<file path="src/rtl/fsg_pkg.sv">
package fsg_pkg;
    typedef enum logic [1:0] {
        ST_IDLE   = 2'd0,
        ST_ACTIVE = 2'd1,
        ST_GAP    = 2'd2
    } fsg_state_e;

    localparam int CTL_W  = 8;
    localparam int RT_POS = 4;
endpackage

</file>
<file path="src/rtl/fsg_cfg_regs.sv">
module fsg_cfg_regs
    import fsg_pkg::*;
#(
    parameter int OS_W     = 4,
    parameter int OS_RESET = 8
) (
    input  logic              clk,
    input  logic              rst_n,
    input  logic              ctl_we,
    input  logic [CTL_W-1:0]  ctl_wdata,
    input  logic              os_we,
    input  logic [OS_W-1:0]   os_wdata,
    output logic              rt_bit,
    output logic [OS_W-1:0]   os_val,
    output logic [CTL_W-1:0]  ctl_rdata
);
    logic unused_rsvd;
    assign unused_rsvd = ^{ctl_wdata[CTL_W-1:RT_POS+1], ctl_wdata[RT_POS-1:0]};

    always_ff @(posedge clk) begin
        if (!rst_n) begin
            rt_bit <= 1'b0;
            os_val <= OS_W'(OS_RESET);
        end else begin
            if (ctl_we) rt_bit <= ctl_wdata[RT_POS];
            if (os_we)  os_val <= os_wdata;
        end
    end

    // only the read-time bit is backed by storage; all other bits read zero
    for (genvar i = 0; i < CTL_W; i++) begin : g_rd
        if (i == RT_POS) begin : g_rt
            assign ctl_rdata[i] = rt_bit;
        end else begin : g_zero
            assign ctl_rdata[i] = 1'b0;
        end
    end
endmodule

</file>
<file path="src/rtl/fsg_req_latch.sv">
module fsg_req_latch (
    input  logic clk,
    input  logic rst_n,
    input  logic req,
    input  logic take,
    output logic pend,
    output logic want
);
    assign want = pend | req;

    always_ff @(posedge clk) begin
        if (!rst_n)    pend <= 1'b0;
        else if (take) pend <= 1'b0;
        else           pend <= want;
    end
endmodule

</file>
<file path="src/rtl/fsg_pulse_timer.sv">
module fsg_pulse_timer #(
    parameter int OS_W = 4
) (
    input  logic            clk,
    input  logic            rst_n,
    input  logic            load,
    input  logic            run,
    input  logic            sys_tick,
    input  logic            two_cyc,
    input  logic [OS_W-1:0] os_lim,
    output logic            expire
);
    logic [OS_W-1:0] tick_cnt;
    logic [1:0]      seen;
    logic [1:0]      cyc_lim;
    logic            os_hit;
    logic            cyc_hit;

    always_ff @(posedge clk) begin
        if (!rst_n) begin
            tick_cnt <= '0;
            seen     <= '0;
        end else if (load) begin
            tick_cnt <= OS_W'(1);
            seen     <= '0;
        end else if (run) begin
            if (tick_cnt != '1) tick_cnt <= tick_cnt + 1'b1;
            if (sys_tick)       seen     <= seen + 2'd1;
        end
    end

    always_comb begin
        cyc_lim = two_cyc ? 2'd2 : 2'd1;
        os_hit  = (tick_cnt >= os_lim);
        cyc_hit = sys_tick && ((seen + 2'd1) >= cyc_lim);
        expire  = run && (os_hit || cyc_hit);
    end
endmodule

</file>
<file path="src/rtl/flash_strobe_gen.sv">
module flash_strobe_gen
    import fsg_pkg::*;
#(
    parameter int OS_W     = 4,
    parameter int OS_RESET = 8,
    parameter int OS_MIN   = 3
) (
    input  logic              clk,
    input  logic              rst_n,
    input  logic              sys_tick,
    input  logic              rd_req,
    input  logic              ctl_we,
    input  logic [CTL_W-1:0]  ctl_wdata,
    input  logic              os_we,
    input  logic [OS_W-1:0]   os_wdata,
    output logic [CTL_W-1:0]  ctl_rdata,
    output logic [OS_W-1:0]   os_rdata,
    output logic              rd_strobe,
    output logic              flash_lowpwr
);
    localparam logic [OS_W-1:0] MIN_LIM = OS_W'(OS_MIN);

    fsg_state_e      state_q, state_d;
    logic            rt_bit;
    logic [OS_W-1:0] os_val;
    logic            rt_q;
    logic [OS_W-1:0] os_lim_q;
    logic            pend;
    logic            want;
    logic            take;
    logic            expire;

    fsg_cfg_regs #(.OS_W(OS_W), .OS_RESET(OS_RESET)) u_cfg (
        .clk       (clk),
        .rst_n     (rst_n),
        .ctl_we    (ctl_we),
        .ctl_wdata (ctl_wdata),
        .os_we     (os_we),
        .os_wdata  (os_wdata),
        .rt_bit    (rt_bit),
        .os_val    (os_val),
        .ctl_rdata (ctl_rdata)
    );
    assign os_rdata = os_val;

    fsg_req_latch u_req (
        .clk   (clk),
        .rst_n (rst_n),
        .req   (rd_req),
        .take  (take),
        .pend  (pend),
        .want  (want)
    );

    fsg_pulse_timer #(.OS_W(OS_W)) u_tmr (
        .clk      (clk),
        .rst_n    (rst_n),
        .load     (take),
        .run      (state_q == ST_ACTIVE),
        .sys_tick (sys_tick),
        .two_cyc  (rt_q),
        .os_lim   (os_lim_q),
        .expire   (expire)
    );

    // strobe start: from IDLE on a boundary, or always from GAP
    assign take = ((state_q == ST_IDLE) && sys_tick && want) || (state_q == ST_GAP);

    // state register
    always_ff @(posedge clk) begin
        if (!rst_n) state_q <= ST_IDLE;
        else        state_q <= state_d;
    end

    // per-strobe snapshot of the settings, period clamped to the minimum
    always_ff @(posedge clk) begin
        if (!rst_n) begin
            rt_q     <= 1'b0;
            os_lim_q <= MIN_LIM;
        end else if (take) begin
            rt_q     <= rt_bit;
            os_lim_q <= (os_val < MIN_LIM) ? MIN_LIM : os_val;
        end
    end

    // next state
    always_comb begin
        state_d = state_q;
        unique case (state_q)
            ST_IDLE:   if (sys_tick && want) state_d = ST_ACTIVE;
            ST_ACTIVE: if (expire)           state_d = (sys_tick && want) ? ST_GAP : ST_IDLE;
            ST_GAP:                          state_d = ST_ACTIVE;
            default:                         state_d = ST_IDLE;
        endcase
    end

    // outputs
    always_comb begin
        rd_strobe    = (state_q == ST_ACTIVE);
        flash_lowpwr = (state_q != ST_ACTIVE);
    end
endmodule

</file>
<file path="config.mk">
export PLATFORM = sky130hd
export DESIGN_NAME = flash_strobe_gen
export DESIGN_NICKNAME = d
export VERILOG_FILES = /design/src/rtl/fsg_pkg.sv /design/src/rtl/fsg_cfg_regs.sv /design/src/rtl/fsg_req_latch.sv /design/src/rtl/fsg_pulse_timer.sv /design/src/rtl/flash_strobe_gen.sv
export SDC_FILE = /design/constraint.sdc
export NUM_CORES = 1
export LEC_CHECK = 0
export BUFFER_PORTS_ARGS = -buffer_cell sky130_fd_sc_hd__buf_2
export CAP_MARGIN = 20
export CORE_MARGIN = 2
export CORE_UTILIZATION = 44
export DETAILED_ROUTE_END_ITERATION = 8
export PLACE_DENSITY = 0.74
export RECOVER_POWER = 100
export SLEW_MARGIN = 20
export SYNTH_ARGS = -nofsm -noshare
export SYNTH_HDL_FRONTEND = slang
export SYNTH_HIERARCHICAL = 1
export SYNTH_SLANG_ARGS = --single-unit
</file>
<file path="constraint.sdc">
create_clock -name clk -period 1.3 [get_ports clk]
set_clock_uncertainty 0.05 [all_clocks]
set_input_delay 0.065 -clock clk [delete_from_list [all_inputs] [get_ports clk]]
set_output_delay 0.065 -clock clk [all_outputs]
set_load 0.01 [all_outputs]
</file>
==> impl_metrics.yaml <==
placed_design:
  gp_routability_congestion: 0.804
  place_inst: 162
  placed_area_um2: 1150
  quantity_of_i_o_buffers_inserted_on_ports: 17
  detailedPlacementHpwl_um: 1450
  dp_slack_ps: -126
power:
  report.power.total_uw: 1210
  leakage_uw: 0.000576
  p_switching_uw: 342
  netSwitchingFraction_pct: 28.4
  p_int_uw: 864
  power.ir.vdd_worst_v: 0.000734
  clock_power_share_pct: 24.8
  power-per-cell-area_nw_per_um2: 922
  seq_power_share_pct: 53.0
  combinationalPowerShare_pct: 22.2
setup_path:
  critical_path.max_fanout: 3
  cp_data_arrival_time_ps: 1570
  critical_path_rt_ps: 1450
  biggest_cell_delay_along_the_critical_path_ps: 370
  critical_path_start_end_classification: "reg -> reg"
  worst_setup_path_end_kind: "flip-flop"
  worstPathCellList: "xor2_1 > ha_1 > a31oi_1 > o22ai_1 > nor2_1 > o21a_1"
  crit_path_start_kind: "flip-flop"
  cp_slowest_cell: "sky130_fd_sc_hd__dfxtp_4"
sta:
  final-max-slew-violation-count: 0
  clock.fmax_mhz: 704
  final_hold_viol_count: 1
  hold_ws_ps: -12.7
  rsz0062_at_grt: "true"
  post-route-period-util_pct: 109
  finalCriticalPeriod_ps: 1420
  minimum_setup_slack_in_the_final_design_ps: -120
  total_setup_violations_reported_at_the_end_of_the_flow: 2
clocking:
  cts.htree.levels: 1
  clk-insertion-delay-late_ps: 300
  cts_tree: "done"
  cts_made_buffers: 3
  sink_count: 19
  cts_root_buf: "sky130_fd_sc_hd__clkbuf_4"
  cts.clk_slew.worst_paths_ps: 100
  cts_max_path_buffers: 2
floorplan:
  floorplan.core_area_um2: 2190
  initial_utilization_pct: 46.4
  std_cell_rows: 17
  io_pins: 32
  die_h_um: 52.1
  die_area_um2: 2710
  die_x_um: 52.1
outcome:
  violated_checks: "hold timing, setup timing"
  run_status: "finished with violations"
cells_and_area:
  stdcell_area_um2: 1310
  insertedDiodeCount: 0
  fin_nets: 170
  layout.area.seq_um2: 394
  drive_gt1_share_pct: 36.1
  layout.filler_cells: 209
  multi_input_comb_area_um2: 618
  finish.cell_count_without_fillers: 172
  area.growth.synth_to_final_pct: 28.7
logic_synthesis:
  syn_avg_cell_area_um2: 8.92
  synth.area.top_cells: "sky130_fd_sc_hd__dfxtp_1 (37%), sky130_fd_sc_hd__ha_1 (8.6%), sky130_fd_sc_hd__mux2i_1 (7.9%)"
  synth_top_area_share_pct: 37.4
  ys_seq_elements: 19
  post_syn_area_um2: 1020
  post-synth-top-area-cell: "sky130_fd_sc_hd__dfxtp_1"
  netlist_instances: 114
  yosysUniqueCellTypes: 32
  synth_warnings: 6
  seq_area_frac_synth_pct: 37.4
run:
  maxCapViolations: 0
grt:
  antenna_found_initial: 0
  first_pass_grt_wire_length_um: 3580
  grt_usage_pct: 18.5
  leftover_overflow_at_the_end_of_global_routing: 0
  first_global_vias: 884
  pin_count_of_the_biggest_net_entering_global_routing: 19
routing:
  drtIter0Drc: 4
  detail-route-antenna-nets: 0
  wl_um: 2070
  route.detailed.vias_per_inst: 5.01
  dr_total_vias: 861
  route.detailed.drc: 0
  drt_pre_antenna_iters: 3
  wl_per_cell_um: 12.0
min_path:
  worstHoldPathType: "in -> reg"
## layer usage
| layer | share of wire [%] | track usage, % | vias up |
|---|---|---|---|
| li1 | - | - | 433 |
| met1 | 43 | 19.5 | 396 |
| met2 | 50 | 31.6 | 26 |
| met3 | 4.5 | 6.61 | 6 |
| met4 | 2.5 | 10.1 | 0 |
| met5 | 0 | 0 | - |
## flip-flops by register name (all words and copies together) (netlist names)
| name | count |
|---|---|
| u_tmr/seen | 2 |
| u_tmr/tick_cnt | 4 |
| u_cfg/rt_bit | 1 |
| u_cfg/os_val | 4 |
| os_lim_q | 4 |
| rt_q | 1 |
| state_q | 2 |
| u_req/pend | 1 |
## repair_timing
| item | CTS | global route |
|---|---|---|
| setup endpoints to repair | 5 | 15 |
| hold endpoints to repair | 5 | 0 |
| hold buffers | 6 | 0 |
| setup buffers | 1 | 0 |
| gates resized for setup | 8 | 20 |
| pin swaps | 3 | 8 |
## logic make-up after synthesis
group | count (synthesis) | share of synthesized area [%]
and+or+nand+nor | 37 | 19.7
buffers and inverters | 20 | 11.9
AOI/OAI and AO/OA | 19 | 11.6
DFF | 19 | 37.4
muxes | 8 | 7.87
adders and majority gates | 7 | 8.61
xor gates and xnor gates | 3 | 2.58
other | 1 | 0.369
## area by class of cell
cell class	instances	share of cell area (%)
Inverter	9	2.96
Tap cell	28	2.68
Clock buffer	4	2.01
Timing Repair Buffer	31	15.0
Sequential cell	19	30.1
Multi-Input combinational cell	81	47.2
## cell usage in the layout (no fill, tap or decap), types with 2 or more instances in the layout
cell type / n
sky130_fd_sc_hd__a21o_1: 2
sky130_fd_sc_hd__a21oi_1: 2
sky130_fd_sc_hd__a21oi_2: 4
sky130_fd_sc_hd__a31oi_1: 2
sky130_fd_sc_hd__buf_2: 12
sky130_fd_sc_hd__buf_4: 9
sky130_fd_sc_hd__clkbuf_1: 6
sky130_fd_sc_hd__clkbuf_4: 3
sky130_fd_sc_hd__conb_1: 7
sky130_fd_sc_hd__dfxtp_1: 10
sky130_fd_sc_hd__dfxtp_2: 8
sky130_fd_sc_hd__dlygate4sd3_1: 5
sky130_fd_sc_hd__ha_1: 5
sky130_fd_sc_hd__ha_4: 2
sky130_fd_sc_hd__inv_1: 6
sky130_fd_sc_hd__inv_2: 2
sky130_fd_sc_hd__mux2i_1: 8
sky130_fd_sc_hd__nand2_1: 9
sky130_fd_sc_hd__nand2b_1: 2
sky130_fd_sc_hd__nand3_1: 2
sky130_fd_sc_hd__nand4_1: 2
sky130_fd_sc_hd__nor2_1: 5
sky130_fd_sc_hd__nor2b_1: 4
sky130_fd_sc_hd__nor4_1: 2
sky130_fd_sc_hd__o21ai_1: 4
sky130_fd_sc_hd__xor2_1: 3
## path summary, 6_finish.rpt
kind                                     end     startpoint  cells after the start  slack [ps]
worst min-delay path            u_cfg/rt_bit         ctl_we                      3         -10
worst max register to register    state_q[0]  u_tmr/seen[0]                      6        -120
worst max-delay path              state_q[0]  u_tmr/seen[0]                      6        -120
worst min register to register   os_lim_q[2]    os_lim_q[2]                      2         420
## synth_stat cells (all sizes together)
cell,number
o31a,1
nand4,2
inv,9
buf,10
a31oi,2
a21o,3
nand3,3
nor2b,4
o22ai,1
nor2,6
or2,2
nor4,2
clkbuf,1
mux2i,8
and3b,1
ha,7
nand2b,3
and4b,1
dfxtp,19
o21ai,4
nand2,10
and3,1
o21a,1
conb,1
xor2,3
a21oi,7
nor3,2
## critical path, delay by kind of cell, from the launching register on
family	cells	cell delay (ps)
compound gates	3	430
simple gates	1	60
xor+xnor	1	140
flops	1	370
fa+ha+maj	1	270
## through the flow
| step | util [%] | setup TNS [ps] | hold WS (ps) |
|---|---|---|---|
| after floorplan | - | -46.0 | 76.9 |
| after global placement | 52.3 | -184 | 228 |
| after detailed placement | 52.3 | -262 | 242 |
| after CTS | 57.9 | -260 | 14.7 |
| after global routing | 59.7 | -487 | 18.9 |
| final | 59.7 | -202 | -12.7 |
## power groups by stage
stage	clock [uW]	sequential, uW	combinational [uW]
4_1_cts	315	638	251
3_5_place_dp	0	653	229
6_report	299	640	268
3_3_place_gp	0	651	220
5_1_grt	339	645	302
2_1_floorplan	0	656	165
No activity file was read; power rests on OpenSTA's default activity.
